[src/rtl/rtc_pkg.sv]
package rtc_pkg;
    localparam int TIME_W = 22;
    localparam int DATE_W = 24;
    localparam int WORD_W = 24;
    localparam int ADDR_W = 4;
    localparam int WDAY_W = 3;
    localparam int DIG_N  = 6;

    localparam logic [ADDR_W-1:0] A_TIME  = 4'd0;
    localparam logic [ADDR_W-1:0] A_DATE  = 4'd1;
    localparam logic [ADDR_W-1:0] A_WDAY  = 4'd2;
    localparam logic [ADDR_W-1:0] A_MODE  = 4'd3;
    localparam logic [ADDR_W-1:0] A_ATIME = 4'd4;
    localparam logic [ADDR_W-1:0] A_ADATE = 4'd5;
    localparam logic [ADDR_W-1:0] A_TMASK = 4'd6;
    localparam logic [ADDR_W-1:0] A_DMASK = 4'd7;
    localparam logic [ADDR_W-1:0] A_AEN   = 4'd8;
    localparam logic [ADDR_W-1:0] A_ACLR  = 4'd9;

    localparam logic [WDAY_W-1:0] WD_RESET = 3'd6;

    typedef struct packed {
        logic [1:0] hr_t;
        logic [3:0] hr_u;
        logic [2:0] mn_t;
        logic [3:0] mn_u;
        logic [2:0] sc_t;
        logic [3:0] sc_u;
    } clk_time_s;

    typedef struct packed {
        logic [3:0] yr_t;
        logic [3:0] yr_u;
        logic       mo_t;
        logic [3:0] mo_u;
        logic [1:0] dy_t;
        logic [3:0] dy_u;
    } clk_date_s;

    function automatic clk_time_s time_from_word(input logic [WORD_W-1:0] w);
        clk_time_s t;
        t.hr_t = w[21:20];
        t.hr_u = w[19:16];
        t.mn_t = w[14:12];
        t.mn_u = w[11:8];
        t.sc_t = w[6:4];
        t.sc_u = w[3:0];
        return t;
    endfunction

    function automatic logic [TIME_W-1:0] time_to_word(input clk_time_s t);
        return {t.hr_t, t.hr_u, 1'b0, t.mn_t, t.mn_u, 1'b0, t.sc_t, t.sc_u};
    endfunction

    function automatic clk_date_s date_from_word(input logic [WORD_W-1:0] w);
        clk_date_s d;
        d.yr_t = w[23:20];
        d.yr_u = w[19:16];
        d.mo_t = w[12];
        d.mo_u = w[11:8];
        d.dy_t = w[5:4];
        d.dy_u = w[3:0];
        return d;
    endfunction

    function automatic logic [DATE_W-1:0] date_to_word(input clk_date_s d);
        return {d.yr_t, d.yr_u, 3'b000, d.mo_t, d.mo_u, 2'b00, d.dy_t, d.dy_u};
    endfunction

    function automatic logic is_leap(input logic [3:0] yt, input logic [3:0] yu);
        if (yt[0]) return (yu == 4'd2) || (yu == 4'd6);
        return (yu == 4'd0) || (yu == 4'd4) || (yu == 4'd8);
    endfunction

    // last day of month as two BCD digits {tens[1:0], units[3:0]}
    function automatic logic [5:0] last_day(input logic mt, input logic [3:0] mu, input logic leap);
        if (!mt && mu == 4'd2) return leap ? 6'h29 : 6'h28;
        if ((!mt && (mu == 4'd4 || mu == 4'd6 || mu == 4'd9)) || (mt && mu == 4'd1)) return 6'h30;
        return 6'h31;
    endfunction
endpackage

[src/rtl/rtc_time_cnt.sv]
module rtc_time_cnt
    import rtc_pkg::*;
(
    input  logic      clk,
    input  logic      rst,
    input  logic      tick,
    input  logic      load,
    input  clk_time_s load_val,
    input  logic      h24,
    output clk_time_s cur,
    output logic      day_carry
);
    clk_time_s nxt;
    logic      c_sec, c_min, wrap;

    always_comb begin
        nxt   = cur;
        c_sec = 1'b0;
        c_min = 1'b0;
        wrap  = 1'b0;
        if (cur.sc_u == 4'd9) begin
            nxt.sc_u = 4'd0;
            if (cur.sc_t == 3'd5) begin
                nxt.sc_t = 3'd0;
                c_sec    = 1'b1;
            end else begin
                nxt.sc_t = cur.sc_t + 3'd1;
            end
        end else begin
            nxt.sc_u = cur.sc_u + 4'd1;
        end
        if (c_sec) begin
            if (cur.mn_u == 4'd9) begin
                nxt.mn_u = 4'd0;
                if (cur.mn_t == 3'd5) begin
                    nxt.mn_t = 3'd0;
                    c_min    = 1'b1;
                end else begin
                    nxt.mn_t = cur.mn_t + 3'd1;
                end
            end else begin
                nxt.mn_u = cur.mn_u + 4'd1;
            end
        end
        if (c_min) begin
            if (h24) begin
                if (cur.hr_t == 2'd2 && cur.hr_u == 4'd3) begin
                    nxt.hr_t = 2'd0;
                    nxt.hr_u = 4'd0;
                    wrap     = 1'b1;
                end else if (cur.hr_u == 4'd9) begin
                    nxt.hr_u = 4'd0;
                    nxt.hr_t = cur.hr_t + 2'd1;
                end else begin
                    nxt.hr_u = cur.hr_u + 4'd1;
                end
            end else begin
                // hr_t[1] carries PM, hr_t[0] is the hour tens digit
                if (cur.hr_t[0] && cur.hr_u == 4'd2) begin
                    nxt.hr_t[0] = 1'b0;
                    nxt.hr_u    = 4'd1;
                end else if (cur.hr_t[0] && cur.hr_u == 4'd1) begin
                    nxt.hr_u    = 4'd2;
                    nxt.hr_t[1] = ~cur.hr_t[1];
                    wrap        = cur.hr_t[1];
                end else if (cur.hr_u == 4'd9) begin
                    nxt.hr_t[0] = 1'b1;
                    nxt.hr_u    = 4'd0;
                end else begin
                    nxt.hr_u = cur.hr_u + 4'd1;
                end
            end
        end
    end

    assign day_carry = tick && !load && wrap;

    always_ff @(posedge clk) begin
        if (rst)       cur <= '0;
        else if (load) cur <= load_val;
        else if (tick) cur <= nxt;
    end
endmodule

[src/rtl/rtc_date_cnt.sv]
module rtc_date_cnt
    import rtc_pkg::*;
(
    input  logic              clk,
    input  logic              rst,
    input  logic              day_inc,
    input  logic              load_date,
    input  clk_date_s         date_val,
    input  logic              load_wday,
    input  logic [WDAY_W-1:0] wday_val,
    output clk_date_s         cur,
    output logic [WDAY_W-1:0] wday,
    output logic              leap
);
    clk_date_s  nxt;
    logic [5:0] last;

    assign leap = is_leap(cur.yr_t, cur.yr_u);
    assign last = last_day(cur.mo_t, cur.mo_u, leap);

    always_comb begin
        nxt = cur;
        if ({cur.dy_t, cur.dy_u} == last) begin
            nxt.dy_t = 2'd0;
            nxt.dy_u = 4'd1;
            if (cur.mo_t && cur.mo_u == 4'd2) begin
                nxt.mo_t = 1'b0;
                nxt.mo_u = 4'd1;
                if (cur.yr_u == 4'd9) begin
                    nxt.yr_u = 4'd0;
                    nxt.yr_t = (cur.yr_t == 4'd9) ? 4'd0 : cur.yr_t + 4'd1;
                end else begin
                    nxt.yr_u = cur.yr_u + 4'd1;
                end
            end else if (cur.mo_u == 4'd9) begin
                nxt.mo_t = 1'b1;
                nxt.mo_u = 4'd0;
            end else begin
                nxt.mo_u = cur.mo_u + 4'd1;
            end
        end else if (cur.dy_u == 4'd9) begin
            nxt.dy_u = 4'd0;
            nxt.dy_t = cur.dy_t + 2'd1;
        end else begin
            nxt.dy_u = cur.dy_u + 4'd1;
        end
    end

    always_ff @(posedge clk) begin
        if (rst) begin
            cur  <= '{yr_t: 4'd0, yr_u: 4'd0, mo_t: 1'b0, mo_u: 4'd1, dy_t: 2'd0, dy_u: 4'd1};
            wday <= WD_RESET;
        end else begin
            if (load_date)    cur <= date_val;
            else if (day_inc) cur <= nxt;
            if (load_wday)    wday <= wday_val;
            else if (day_inc) wday <= (wday >= 3'd6) ? 3'd0 : wday + 3'd1;
        end
    end
endmodule

[src/rtl/rtc_alarm_cmp.sv]
module rtc_alarm_cmp
    import rtc_pkg::*;
(
    input  clk_time_s        t_cur,
    input  clk_date_s        d_cur,
    input  clk_time_s        t_alm,
    input  clk_date_s        d_alm,
    input  logic [DIG_N-1:0] t_mask,
    input  logic [DIG_N-1:0] d_mask,
    input  logic             h24,
    output logic             match
);
    localparam int ALL_N = 2 * DIG_N;
    logic [ALL_N-1:0] eq, msk, hit;

    assign eq = {d_cur.yr_t == d_alm.yr_t, d_cur.yr_u == d_alm.yr_u,
                 d_cur.mo_t == d_alm.mo_t, d_cur.mo_u == d_alm.mo_u,
                 d_cur.dy_t == d_alm.dy_t, d_cur.dy_u == d_alm.dy_u,
                 t_cur.hr_t == t_alm.hr_t, t_cur.hr_u == t_alm.hr_u,
                 t_cur.mn_t == t_alm.mn_t, t_cur.mn_u == t_alm.mn_u,
                 t_cur.sc_t == t_alm.sc_t, t_cur.sc_u == t_alm.sc_u};

    // hour masks only count in 24-hour format
    assign msk = {d_mask, t_mask[5:4] & {2{h24}}, t_mask[3:0]};

    genvar i;
    generate
        for (i = 0; i < ALL_N; i++) begin : g_dig
            assign hit[i] = eq[i] | msk[i];
        end
    endgenerate

    assign match = &hit;
endmodule

[src/rtl/rtc_calendar.sv]
module rtc_calendar
    import rtc_pkg::*;
(
    input  logic              clk,
    input  logic              rst,
    input  logic              sec_tick,
    input  logic              wr_en,
    input  logic [ADDR_W-1:0] wr_addr,
    input  logic [WORD_W-1:0] wr_data,
    output logic [TIME_W-1:0] time_o,
    output logic [DATE_W-1:0] date_o,
    output logic [WDAY_W-1:0] weekday_o,
    output logic              leap_o,
    output logic              alarm_flag_o,
    output logic              irq_o
);
    clk_time_s        t_cur, t_alm;
    clk_date_s        d_cur, d_alm;
    logic [DIG_N-1:0] t_mask, d_mask;
    logic             h24, alm_en, pend, flag, match, day_carry;
    logic             wr_time, wr_date, wr_wday, clr;
    logic             unused_bits;

    assign unused_bits = ^{wr_data[15], wr_data[7]};
    assign wr_time = wr_en && (wr_addr == A_TIME);
    assign wr_date = wr_en && (wr_addr == A_DATE);
    assign wr_wday = wr_en && (wr_addr == A_WDAY);
    assign clr     = wr_en && (wr_addr == A_ACLR) && wr_data[0];

    rtc_time_cnt u_time (
        .clk(clk), .rst(rst), .tick(sec_tick), .load(wr_time),
        .load_val(time_from_word(wr_data)), .h24(h24),
        .cur(t_cur), .day_carry(day_carry)
    );

    rtc_date_cnt u_date (
        .clk(clk), .rst(rst), .day_inc(day_carry),
        .load_date(wr_date), .date_val(date_from_word(wr_data)),
        .load_wday(wr_wday), .wday_val(wr_data[WDAY_W-1:0]),
        .cur(d_cur), .wday(weekday_o), .leap(leap_o)
    );

    rtc_alarm_cmp u_cmp (
        .t_cur(t_cur), .d_cur(d_cur), .t_alm(t_alm), .d_alm(d_alm),
        .t_mask(t_mask), .d_mask(d_mask), .h24(h24), .match(match)
    );

    always_ff @(posedge clk) begin
        if (rst) begin
            h24    <= 1'b1;
            t_alm  <= '0;
            d_alm  <= '0;
            t_mask <= '0;
            d_mask <= '0;
            alm_en <= 1'b0;
            pend   <= 1'b0;
            flag   <= 1'b0;
        end else begin
            pend <= sec_tick;
            if (pend && match) flag <= 1'b1;
            else if (clr)      flag <= 1'b0;
            if (wr_en) begin
                case (wr_addr)
                    A_MODE:  h24    <= wr_data[0];
                    A_ATIME: t_alm  <= time_from_word(wr_data);
                    A_ADATE: d_alm  <= date_from_word(wr_data);
                    A_TMASK: t_mask <= wr_data[DIG_N-1:0];
                    A_DMASK: d_mask <= wr_data[DIG_N-1:0];
                    A_AEN:   alm_en <= wr_data[0];
                    default: ;
                endcase
            end
        end
    end

    assign time_o       = time_to_word(t_cur);
    assign date_o       = date_to_word(d_cur);
    assign alarm_flag_o = flag;
    assign irq_o        = flag & alm_en;
endmodule

[config.mk]
export PLATFORM = sky130hd
export DESIGN_NAME = rtc_calendar
export DESIGN_NICKNAME = d
export VERILOG_FILES = /design/src/rtl/rtc_pkg.sv /design/src/rtl/rtc_time_cnt.sv /design/src/rtl/rtc_date_cnt.sv /design/src/rtl/rtc_alarm_cmp.sv /design/src/rtl/rtc_calendar.sv
export SDC_FILE = /design/constraint.sdc
export NUM_CORES = 1
export LEC_CHECK = 0
export ABC_AREA = 0
export BUFFER_PORTS_ARGS = -buffer_cell sky130_fd_sc_hd__clkbuf_2
export CAP_MARGIN = 5
export CELL_PAD_IN_SITES_DETAIL_PLACEMENT = 1
export CELL_PAD_IN_SITES_GLOBAL_PLACEMENT = 2
export CORE_MARGIN = 2
export CORE_UTILIZATION = 36
export DETAILED_ROUTE_END_ITERATION = 16
export PLACE_DENSITY_LB_ADDON = 0.1
export SYNTH_ARGS = -nofsm -noshare
export SYNTH_HDL_FRONTEND = slang
export SYNTH_SLANG_ARGS = --single-unit
export TNS_END_PERCENT = 10
[constraint.sdc]
create_clock -name clk -period 6.8 [get_ports clk]
set_input_delay 1.02 -clock clk [delete_from_list [all_inputs] [get_ports clk]]
set_output_delay 1.02 -clock clk [all_outputs]
set_load 0.03 [all_outputs]
# Yosys cells after proc, flatten, opt, wreduce, memory -nomap -nowiden
# Index checks and enable logic that the tools add are counted.
# classes
n_mux	59
div_mod_pow	0
shift	0
add_sub_neg	12
n_bitwise	15
n_reduce_logical	58
n_eq_ne	46
n_lt_le_gt_ge	1
multipliers	0
# op_table
op	n
$mux W6	8
$eq A4 B4 Y1 const B	10
$mux W20	2
$mux W19	2
$mux W4	9
$eq A4 B3 Y1 const B	8
$add A4 B1 Y4 const B	7
$eq A4 B4 Y1	7
$eq A4 B2 Y1 const B	6
$mux W1	24
$reduce_and A2 Y1	11
$reduce_bool A2 Y1	11
$mux W3	7
$logic_and A1 B1 Y1	15
$mux W13	1
$eq A4 B1 Y1 const B	3
$or A1 B1 Y1	12
$reduce_and A12 Y1	1
$mux W5	2
$reduce_and A5 Y1	2
$add A3 B1 Y3 const B	3
$reduce_and A3 Y1	3
$reduce_bool A3 Y1	3
$logic_not A4 Y1	2
21 further kinds	32
# word_totals
input_bits	32
rom_bits	0
regBits	97
latchBits	0
mem_count	0
wordCells	223
out_inout_bits	52
ramBits	0

# Depth between registers and ports, before layout
# Gate-level depths: netlist of the first run.
# depth
word_depth	13
mapped_depth	9

# Hierarchy
# A second synthesis of the first run with hierarchy kept.
# unflattened
hier_cells	667
hier_area_um2	5731.7
# by_module_without_submodules
module	area_each_um2	instances	cells_per_inst
rtc_calendar	2245.9	1	229
rtc_date_cnt	1667.8	1	214
rtc_time_cnt	1351.3	1	167
rtc_alarm_cmp	466.7	1	57

# Worst setup path after synthesis of the first run
# Ideal clock, no wire load.
# synth_path
kind	input -> register
from	in wr_en
to	reg u_date.cur[16] in the netlist's numbering
setup_time_ns	0.079
t_arrival_ns	3.191
stages	8
path_slack_ns	3.530
path_buffers	2
path_cell_list	or3b_2 > clkbuf_1 > o31ai_1 > or4b_4 > or4_1 > buf_2 > or4_1 > o211ai_1
# synth_via
elab_chain_cells	6
# synth_lines
item	line	source
start, declared	rtc_calendar.sv:7	input logic wr_en,
$logic_and A1 B1 Y1	rtc_calendar.sv:25	assign wr_time = wr_en && (wr_addr == A_TIME);
$logic_not A1 Y1	rtc_time_cnt.sv:76	assign day_carry = tick && !load && wrap;
$logic_and A1 B1 Y1 (2 in a row)	rtc_time_cnt.sv:76	
$reduce_bool A2 Y1 (no line)	--	
$reduce_and A4 Y1 (no line)	--	
end signal, assigned	rtc_date_cnt.sv:51	cur <= '{yr_t: 4'd0, yr_u: 4'd0, mo_t: 1'b0, mo_u: 4'd1, dy_t: 2'd0, dy_u: 4'd1};
end signal, assigned	rtc_date_cnt.sv:54	if (load_date) cur <= date_val;
end signal, assigned	rtc_date_cnt.sv:55	else if (day_inc) cur <= nxt;
end, declared	rtc_date_cnt.sv:11	output clk_date_s cur,
# Several ways; a longest one is shown, not always the timed one.
# A chain may end at the register's enable or synchronous reset.

# Worst setup path after layout of the first run
# layout_path
from	reg u_date.cur[7] in the netlist's numbering
to	reg u_date.cur[8] in the netlist's numbering
# layout_via
elab_chain_cells	12
# layout_lines
item	line	source
$eq A4 B3 Y1	rtc_pkg.sv:78	if ((!mt && (mu == 4'd4 || mu == 4'd6 || mu == 4'd9)) || (mt && mu == 4'd1)) return 6'h30;
$logic_or A1 B1 Y1 (2 in a row)	rtc_pkg.sv:78	
$logic_and A1 B1 Y1	rtc_pkg.sv:78	
$logic_or A1 B1 Y1	rtc_pkg.sv:78	
$mux W1 (2 in a row)	rtc_pkg.sv:78	
$mux W6	rtc_pkg.sv:79	return 6'h31;
$mux W6	rtc_pkg.sv:78	
$eq A6 B6 Y1	rtc_date_cnt.sv:23	if ({cur.dy_t, cur.dy_u} == last) begin
$reduce_bool A2 Y1 (no line)	--	
$reduce_and A2 Y1 (no line)	--	
# Several ways; a longest one is shown, not always the timed one. The select of a mux whose other input is x is not followed.

==> metrics.yaml, run 1 <==
finalSetupViolations: 0
final_util: 0.415
avgSynthCellArea_sq_um: 7.78
hold_buffers: 0
grt_pass1_vias: 5103
clock_latency_ns: 0.35
cts_resized: 0
seq_area_frac_synth: 0.364
cts_buffers: 9
core_sq_um: 14500
path_clk_slew_ns: 0.06
syn_inst: 686
ys_ff_latch: 97
drt_first_pass_iters: 4
grt_max_degree: 93
gp_congestion: 0.759
post_drt_wl_per_cell_microns: 19.1
ant_nets: 0
min_path_type: "reg2reg"
synth.distinct_cells: 67
clockBufferDepth: 2
rows: 44
cts_setup_buffers: 0
post-route-period-util: 0.516
synthTopCellsByArea: "dfxtp_1 (36%), nand2_1 (7.7%), a21oi_1 (5.6%), xnor2_1 (5.1%), nor2_1 (4.0%)"
worst-setup-path-type: "reg2reg"
antenna_cells: 0
synth_flop_cell: "dfxtp_1"
syn_area_sq_um: 5340
fillers: 1811
io_buffers: 74
layout-drive-gt1-share: 0.142
period_minus_slack_ns: 3.51
synth_top_cell_by_area: "dfxtp_1"
cts_tree: "done"
worst_pin_slew_ns: 1.05
arrival_ns: 3.77
via_per_inst: 5.59
syn2layout_area_growth_pct: 12.9
post-synth-top-count-cell: "nand2_1"
fin_cells: 910
irDropWorstVdd_v: 0.000121
hold_viol: 0
crit_path_end_kind: "flip-flop"
die-area_sq_um: 15800
drt_iter0_drc: 256
synthArstFlopShare: 0
vias: 5088
dp.cells: 894
synth_edf_count: 0
crit_path_start_kind: "flip-flop"
ys_top_cells_by_count: "nand2_1 (110), dfxtp_1 (97), a21oi_1 (60)"
root_buffer: "clkbuf_16"
rsz0062_at_grt: "no"
dpl.hpwl_microns: 12200
ios: 84
whs_ns: 0.468
cellLeakagePower_nw: 2.16
max_slew_margin: 0.300
antenna_found_initial: 0
finalClockSkew_ns: 0.00468
cts_sinks: 97
htree_levels: 3
drv_cap: 0
tns_ns: 0
crit_fanout: 23
route.final.wire_length_microns: 17400
status: "complete, no violations"
track_usage: 0.224
drcViolationCount: 0
drv_slew: 0
p_per_area_nw_per_um2: 204
overflow: 0
initial_utilization: 0.367
dieHeight_microns: 126
num-nets-final: 758
crit_required_ns: 7.06
die_w_microns: 126
grt_pass1_wl_microns: 28200
fmax_mhz: 285
yosysWarningCount: 0
synth_top_cell_area_share: 0.364
[sequential cells by signal (all words and copies together) (netlist names)]
register	count
alarm_flag_o	1
u_date.cur	19
alm_en	1
t_alm	20
d_mask	6
u_time.cur	20
h24	1
t_mask	6
pend	1
d_alm	19
u_date.wday	3
[placed cells by master (no fill, tap or decap), types with 6 or more instances in the layout]
cell / instances
xnor2_1: 31
nand3b_1: 6
mux2i_1: 17
nand3_1: 15
a31oi_1: 6
conb_1: 7
a311oi_1: 6
a41oi_1: 6
nand2b_1: 8
clkbuf_2: 73
xor2_1: 16
a21oi_1: 60
nor4_1: 13
clkbuf_16: 9
nor2b_1: 9
nor2_1: 57
a211oi_1: 18
nand2_1: 110
dfxtp_1: 97
or3_1: 6
nor3_1: 22
o21ai_0: 28
inv_1: 15
[per-layer routing]
metal  part of all wire  vias up  global-route usage  routed length (microns)
met1               0.48     2518               0.303                     8330
met2               0.47       80               0.374                     8200
li1                   -     2478                   -                        -
met5                  0        -                   0                        0
met4              0.014        0              0.0627                      252
met3              0.035       12              0.0336                      616
[through the flow]
stage               area [sq um]  worst slack [ns]  total power [mW]
floorplan                   5360              3.53             0.712
global placement            5730              3.04             0.762
detailed placement          5730              2.98             0.766
CTS                         6000              3.29              1.24
global route                6020              3.04              1.29
finish                      6020              3.29              1.23
[path summary, 6_finish.rpt]
check | start | to | slack [ns] | cells after the start
worst max-delay path | u_date.cur[7] | u_date.cur[8] | 3.29 | 6
worst min-delay path | t_alm[12] | t_alm[12] | 0.47 | 2
worst max register to register | u_date.cur[7] | u_date.cur[8] | 3.29 | 6
worst min register to register | t_alm[12] | t_alm[12] | 0.47 | 2
[power by group]
part	internal (mW)	switching (mW)	total, mW
registers	0.582	0.0267	0.609
clock network	0.254	0.222	0.476
logic	0.0478	0.0956	0.143
[worst max-delay path, cell delays in order, from the launching register on]
cell	delay, ns
dfxtp_1	0.54
or4b_1	0.55
or4b_1	0.52
a21oi_1	0.17
nand3_1	0.65
or4_1	0.72
a311oi_1	0.26
[kinds of logic after synthesis]
logic type | count (synthesis) | share of synthesized area
multiplexers | 17 | 0.0319
buffers and inverters | 76 | 0.0609
XOR/XNOR | 47 | 0.0771
adder cells (fa/ha/maj) | 4 | 0.00938
flip-flops | 97 | 0.364
AND/OR/NAND/NOR | 281 | 0.260
other | 1 | 0.000703
AO/OA/AOI/OAI | 163 | 0.196
[layout make-up]
type / count / area (sq um) / share of cell area
repair buffers: 80 / 435 / 0.0723
multi-input cells: 519 / 3100 / 0.514
well taps: 184 / 230 / 0.0382
clock buffers: 11 / 243 / 0.0403
clock inverters: 4 / 20.0 / 0.00332
flip-flops and latches: 97 / 1940 / 0.322
inverters: 15 / 56.3 / 0.00935
No activity file was read; power rests on OpenSTA's default activity.
==> run 2: changes to the inputs <==
CORE_UTILIZATION = 30   (was 36)
clock period = 3 ns   (was 6.8 ns; I/O delays follow)
==> run 2 against run 1 <==
Against the previous run:
- die area increased by 19%
- combinational power increased to 2.6 times the previous value
- clock power increased to 2.5 times the previous value
- critical path type unchanged
- largest power group unchanged
==> metrics.yaml, run 2 (synthesized netlist as in run 1, its figures left out) <==
io_buffers: 74
final_util: 0.368
cts_buffers: 9
clockBufferDepth: 2
initial_utilization: 0.308
power.total_mw: 2.93
num-nets-final: 796
drt_iter0_drc: 247
crit_path_start_kind: "flip-flop"
core_sq_um: 17400
p_per_area_nw_per_um2: 460
syn2layout_area_growth_pct: 19.5
worst-setup-path-type: "reg2reg"
antenna_cells: 0
crit_path_end_kind: "flip-flop"
ios: 84
status: "complete, no violations"
dieHeight_microns: 137
finalSetupViolations: 0
vias: 5194
grt_pass1_vias: 5278
cellLeakagePower_nw: 2.36
root_buffer: "clkbuf_16"
rows: 48
min_path_type: "in2reg"
worst_pin_slew_ns: 0.935
overflow: 0
arrival_ns: 3.04
track_usage: 0.204
period_minus_slack_ns: 2.77
gp_congestion: 0.801
drcViolationCount: 0
ant_nets: 0
layout_commonest_cell: "nand2_1"
dpl.hpwl_microns: 13800
top_regs: "t_alm: 20 flops, u_time.cur: 20 flops"
clock_latency_ns: 0.35
path_clk_slew_ns: 0.07
drv_slew: 0
post_drt_wl_per_cell_microns: 19.0
finalClockSkew_ns: 0.0103
crit_fanout: 6
cts_sinks: 97
drv_cap: 0
grt_pass1_wl_microns: 29300
hold_viol: 0
antenna_found_initial: 0
htree_levels: 3
layout-drive-gt1-share: 0.186
crit_required_ns: 3.27
cts_tree: "done"
via_per_inst: 5.25
die_w_microns: 137
grt_max_degree: 72
route.final.wire_length_microns: 18800
irDropWorstVdd_v: 0.000267
tns_ns: 0
rsz0062_at_grt: "no"
drt_first_pass_iters: 4
post-route-period-util: 0.922
die-area_sq_um: 18900
max_slew_margin: 0.377
mostFrequentLayoutCells: "nand2_1 (110), dfxtp_1 (97), clkbuf_2 (73)"
fmax_mhz: 361
hold_buffers: 0
run 2: final timing paths:
| check | endpoint | cells after the start | start | slack (ns) |
|---|---|---|---|---|
| worst max register to register | u_date.cur[16] | 6 | u_time.cur[5] | 0.23 |
| worst max-delay path | u_date.cur[16] | 6 | u_time.cur[5] | 0.23 |
| worst min-delay path | t_alm[13] | 3 | wr_data[14] | 0.34 |
| worst min register to register | t_alm[16] | 2 | t_alm[16] | 0.47 |
run 2: per-stage QoR:
step / cells / hold WS [ns] / setup WS (ns) / area (sq um)
6_report: 989 / 0.336 / 0.233 / 6380
5_1_grt: 989 / 0.351 / 0.0438 / 6380
4_1_cts: 989 / 0.327 / 0.193 / 6370
3_5_place_dp: 974 / 0.463 / 0.137 / 6080
3_3_place_gp: 974 / 0.456 / 0.163 / 6080
2_1_floorplan: 692 / 0.448 / 0.171 / 5360
run 2: cell type report:
cell class	instances	area (sq um)
clock inverter	3	40.0
inverter	15	56.3
sequential	97	1940
timing repair buffer	118	701
tap	225	282
clock buffer	12	256
multi-input combinational	519	3100
fill	2109	11000
run 2: critical path, cell delays in order, from the launching register on:
cell and delay [ns]:
dfxtp_1 0.37, and4bb_2 0.40, nand4_4 0.17, or4b_4 0.54
or4_1 0.61, or4_1 0.49, o211ai_1 0.10
run 2: routing by layer:
layer / global-route usage / up-vias / wire (microns)
li1: - / 2561 / -
met1: 0.273 / 2516 / 9030
met2: 0.340 / 91 / 8760
met3: 0.0269 / 26 / 604
met4: 0.0682 / 0 / 365
met5: 0 / - / 0
run 2: where the power goes:
part	switching, mW	internal, mW	leakage (nW)	total (mW)
sequential	0.0405	1.32	0.785	1.36
combinational	0.248	0.126	1.43	0.374
clock	0.513	0.686	0.148	1.20
run 2: timing repair:
action,in CTS,in global routing
endpoints found under the setup margin,0,1
setup buffers,0,0
gates resized for setup,0,1
==> run 3: changes to the inputs <==
CORE_UTILIZATION = 33   (was 30)
SKIP_LAST_GASP = 1   (was not set)
clock period = 2.79 ns   (was 3 ns; I/O delays follow)
==> run 3 against run 2 <==
Against the previous run:
- critical path depth did not move
- hold slack got worse by 0.035 ns
- die area fell by 8.8%
- critical path type unchanged
- flip-flop and latch count did not move
- global-route usage rose by 0.86 points
- power rose by 8.1%
- register-to-register slack got worse by 0.17 ns
- setup slack got worse by 0.17 ns
- first-iteration DRC count rose by 5.7%
- utilization rose by 4.2 points
- routed wire length fell by 2.6%
==> metrics.yaml, run 3 (synthesized netlist as in run 1, its figures left out) <==
route.final.wire_length_microns: 18300
p_int_mw: 2.29
irDropWorstVdd_v: 0.000313
arrival_ns: 2.99
vias: 5205
p_seq_frac: 0.461
fmax_mhz: 366
fin_ws_ns: 0.0580
layout_commonest_cell: "nand2_1"
max_slew_margin: 0.449
finalClockSkew_ns: 0.00968
clockBufferDepth: 2
overflow: 0
rsz0062_at_grt: "no"
clock_power_share: 0.410
drv_cap: 0
period_minus_slack_ns: 2.73
drcViolationCount: 0
rows: 46
min_path_type: "in2reg"
gp_congestion: 0.843
pre_cts_slack_ns: -0.0274
dpl.hpwl_microns: 13800
ant_nets: 0
worstPathCellList: "nand4bb_1 -> o21ai_0 -> or4b_4 -> or4_1 -> or3_1 -> a311oi_1"
cts_sinks: 97
p_per_area_nw_per_um2: 488
whs_ns: 0.300
cellLeakagePower_nw: 2.42
syn2layout_area_growth_pct: 21.6
clock_latency_ns: 0.35
root_buffer: "clkbuf_16"
status: "complete, no violations"
die-area_sq_um: 17200
hold_buffers: 0
antenna_found_initial: 0
antenna_cells: 0
post-route-period-util: 0.979
grt_pass1_wl_microns: 29000
num-nets-final: 808
post_drt_wl_per_cell_microns: 18.4
finalSetupViolations: 0
crit_path_start_kind: "flip-flop"
hold_viol: 0
grt_max_degree: 54
netSwitchingFraction: 0.279
cts_tree: "done"
final_util: 0.410
via_per_inst: 5.24
fillers: 1947
regArea_sq_um: 1950
multi_input_area_sq_um: 3120
crit_required_ns: 3.05
path_clk_slew_ns: 0.07
worst-setup-path-type: "reg2reg"
layout-drive-gt1-share: 0.207
top_regs: "t_alm: 20 flops, u_time.cur: 20 flops"
drt_first_pass_iters: 4
io_buffers: 74
ios: 84
comb_power_share: 0.129
cts_buffers: 9
mostFrequentLayoutCells: "nand2_1 (110), dfxtp_1 (93), clkbuf_2 (73)"
initial_utilization: 0.337
drv_slew: 0
die_w_microns: 131
track_usage: 0.213
worst_pin_slew_ns: 0.827
p_switching_mw: 0.883
crit_fanout: 7
crit_slowest_cell: "or4_1"
core_sq_um: 15800
dieHeight_microns: 131
drt_iter0_drc: 261
tns_ns: 0
crit_path_end_kind: "flip-flop"
cpPeakStageDelay_ns: 0.67
htree_levels: 3
grt_pass1_vias: 5091
-- run 3: what timing repair did --
action	CTS	global route
endpoints found under the setup margin	3	5
pin swaps	0	2
resized for setup	1	3
setup buffers	0	2
-- run 3: power groups by stage --
stage / combinational (mW) / clock [mW] / sequential [mW]
final: 0.410 / 1.30 / 1.46
after detailed placement: 0.410 / 0 / 1.49
after CTS: 0.412 / 1.34 / 1.46
after global routing: 0.447 / 1.40 / 1.47
after global placement: 0.404 / 0 / 1.49
after floorplan: 0.209 / 0 / 1.53
-- run 3: cell type report --
| cell class | count | share of cell area |
|---|---|---|
| inverters | 15 | 0.00868 |
| multi-input cells | 519 | 0.481 |
| flip-flops and latches | 97 | 0.300 |
| clock buffers | 11 | 0.0374 |
| clock inverters | 5 | 0.00964 |
| well taps | 216 | 0.0416 |
| repair buffers | 130 | 0.122 |
-- run 3: metrics by stage --
step           std cells  power [mW]  area [sq um]
3_3_place_gp         975        1.90          6150
3_5_place_dp         975        1.90          6150
5_1_grt              993        3.31          6490
2_1_floorplan        692        1.74          5370
6_report             993        3.17          6490
4_1_cts              991        3.21          6460
-- run 3: final timing paths --
kind,from,endpoint,slack [ns],depth (start not counted)
max reg2reg,u_time.cur[17],u_date.cur[15],0.06,6
min reg2reg,t_alm[18],t_alm[18],0.47,2
min,wr_data[6],t_alm[6],0.30,3
max,u_time.cur[17],u_date.cur[15],0.06,6
-- run 3: per-layer routing --
metal	vias to the layer above	wire length, microns	share of wire	GRT usage
met3	25	624	0.034	0.0239
met4	0	346	0.019	0.0694
met2	102	8480	0.46	0.345
met5	-	0	0	0
met1	2496	8810	0.48	0.296
li1	2582	-	-	-
-- run 3: critical path: cells and delay by family, from the launching register on --
family | cells | cell delay [ns]
DFF | 1 | 0.37
AOI/OAI and AO/OA | 2 | 0.48
and+or+nand+nor | 4 | 1.79
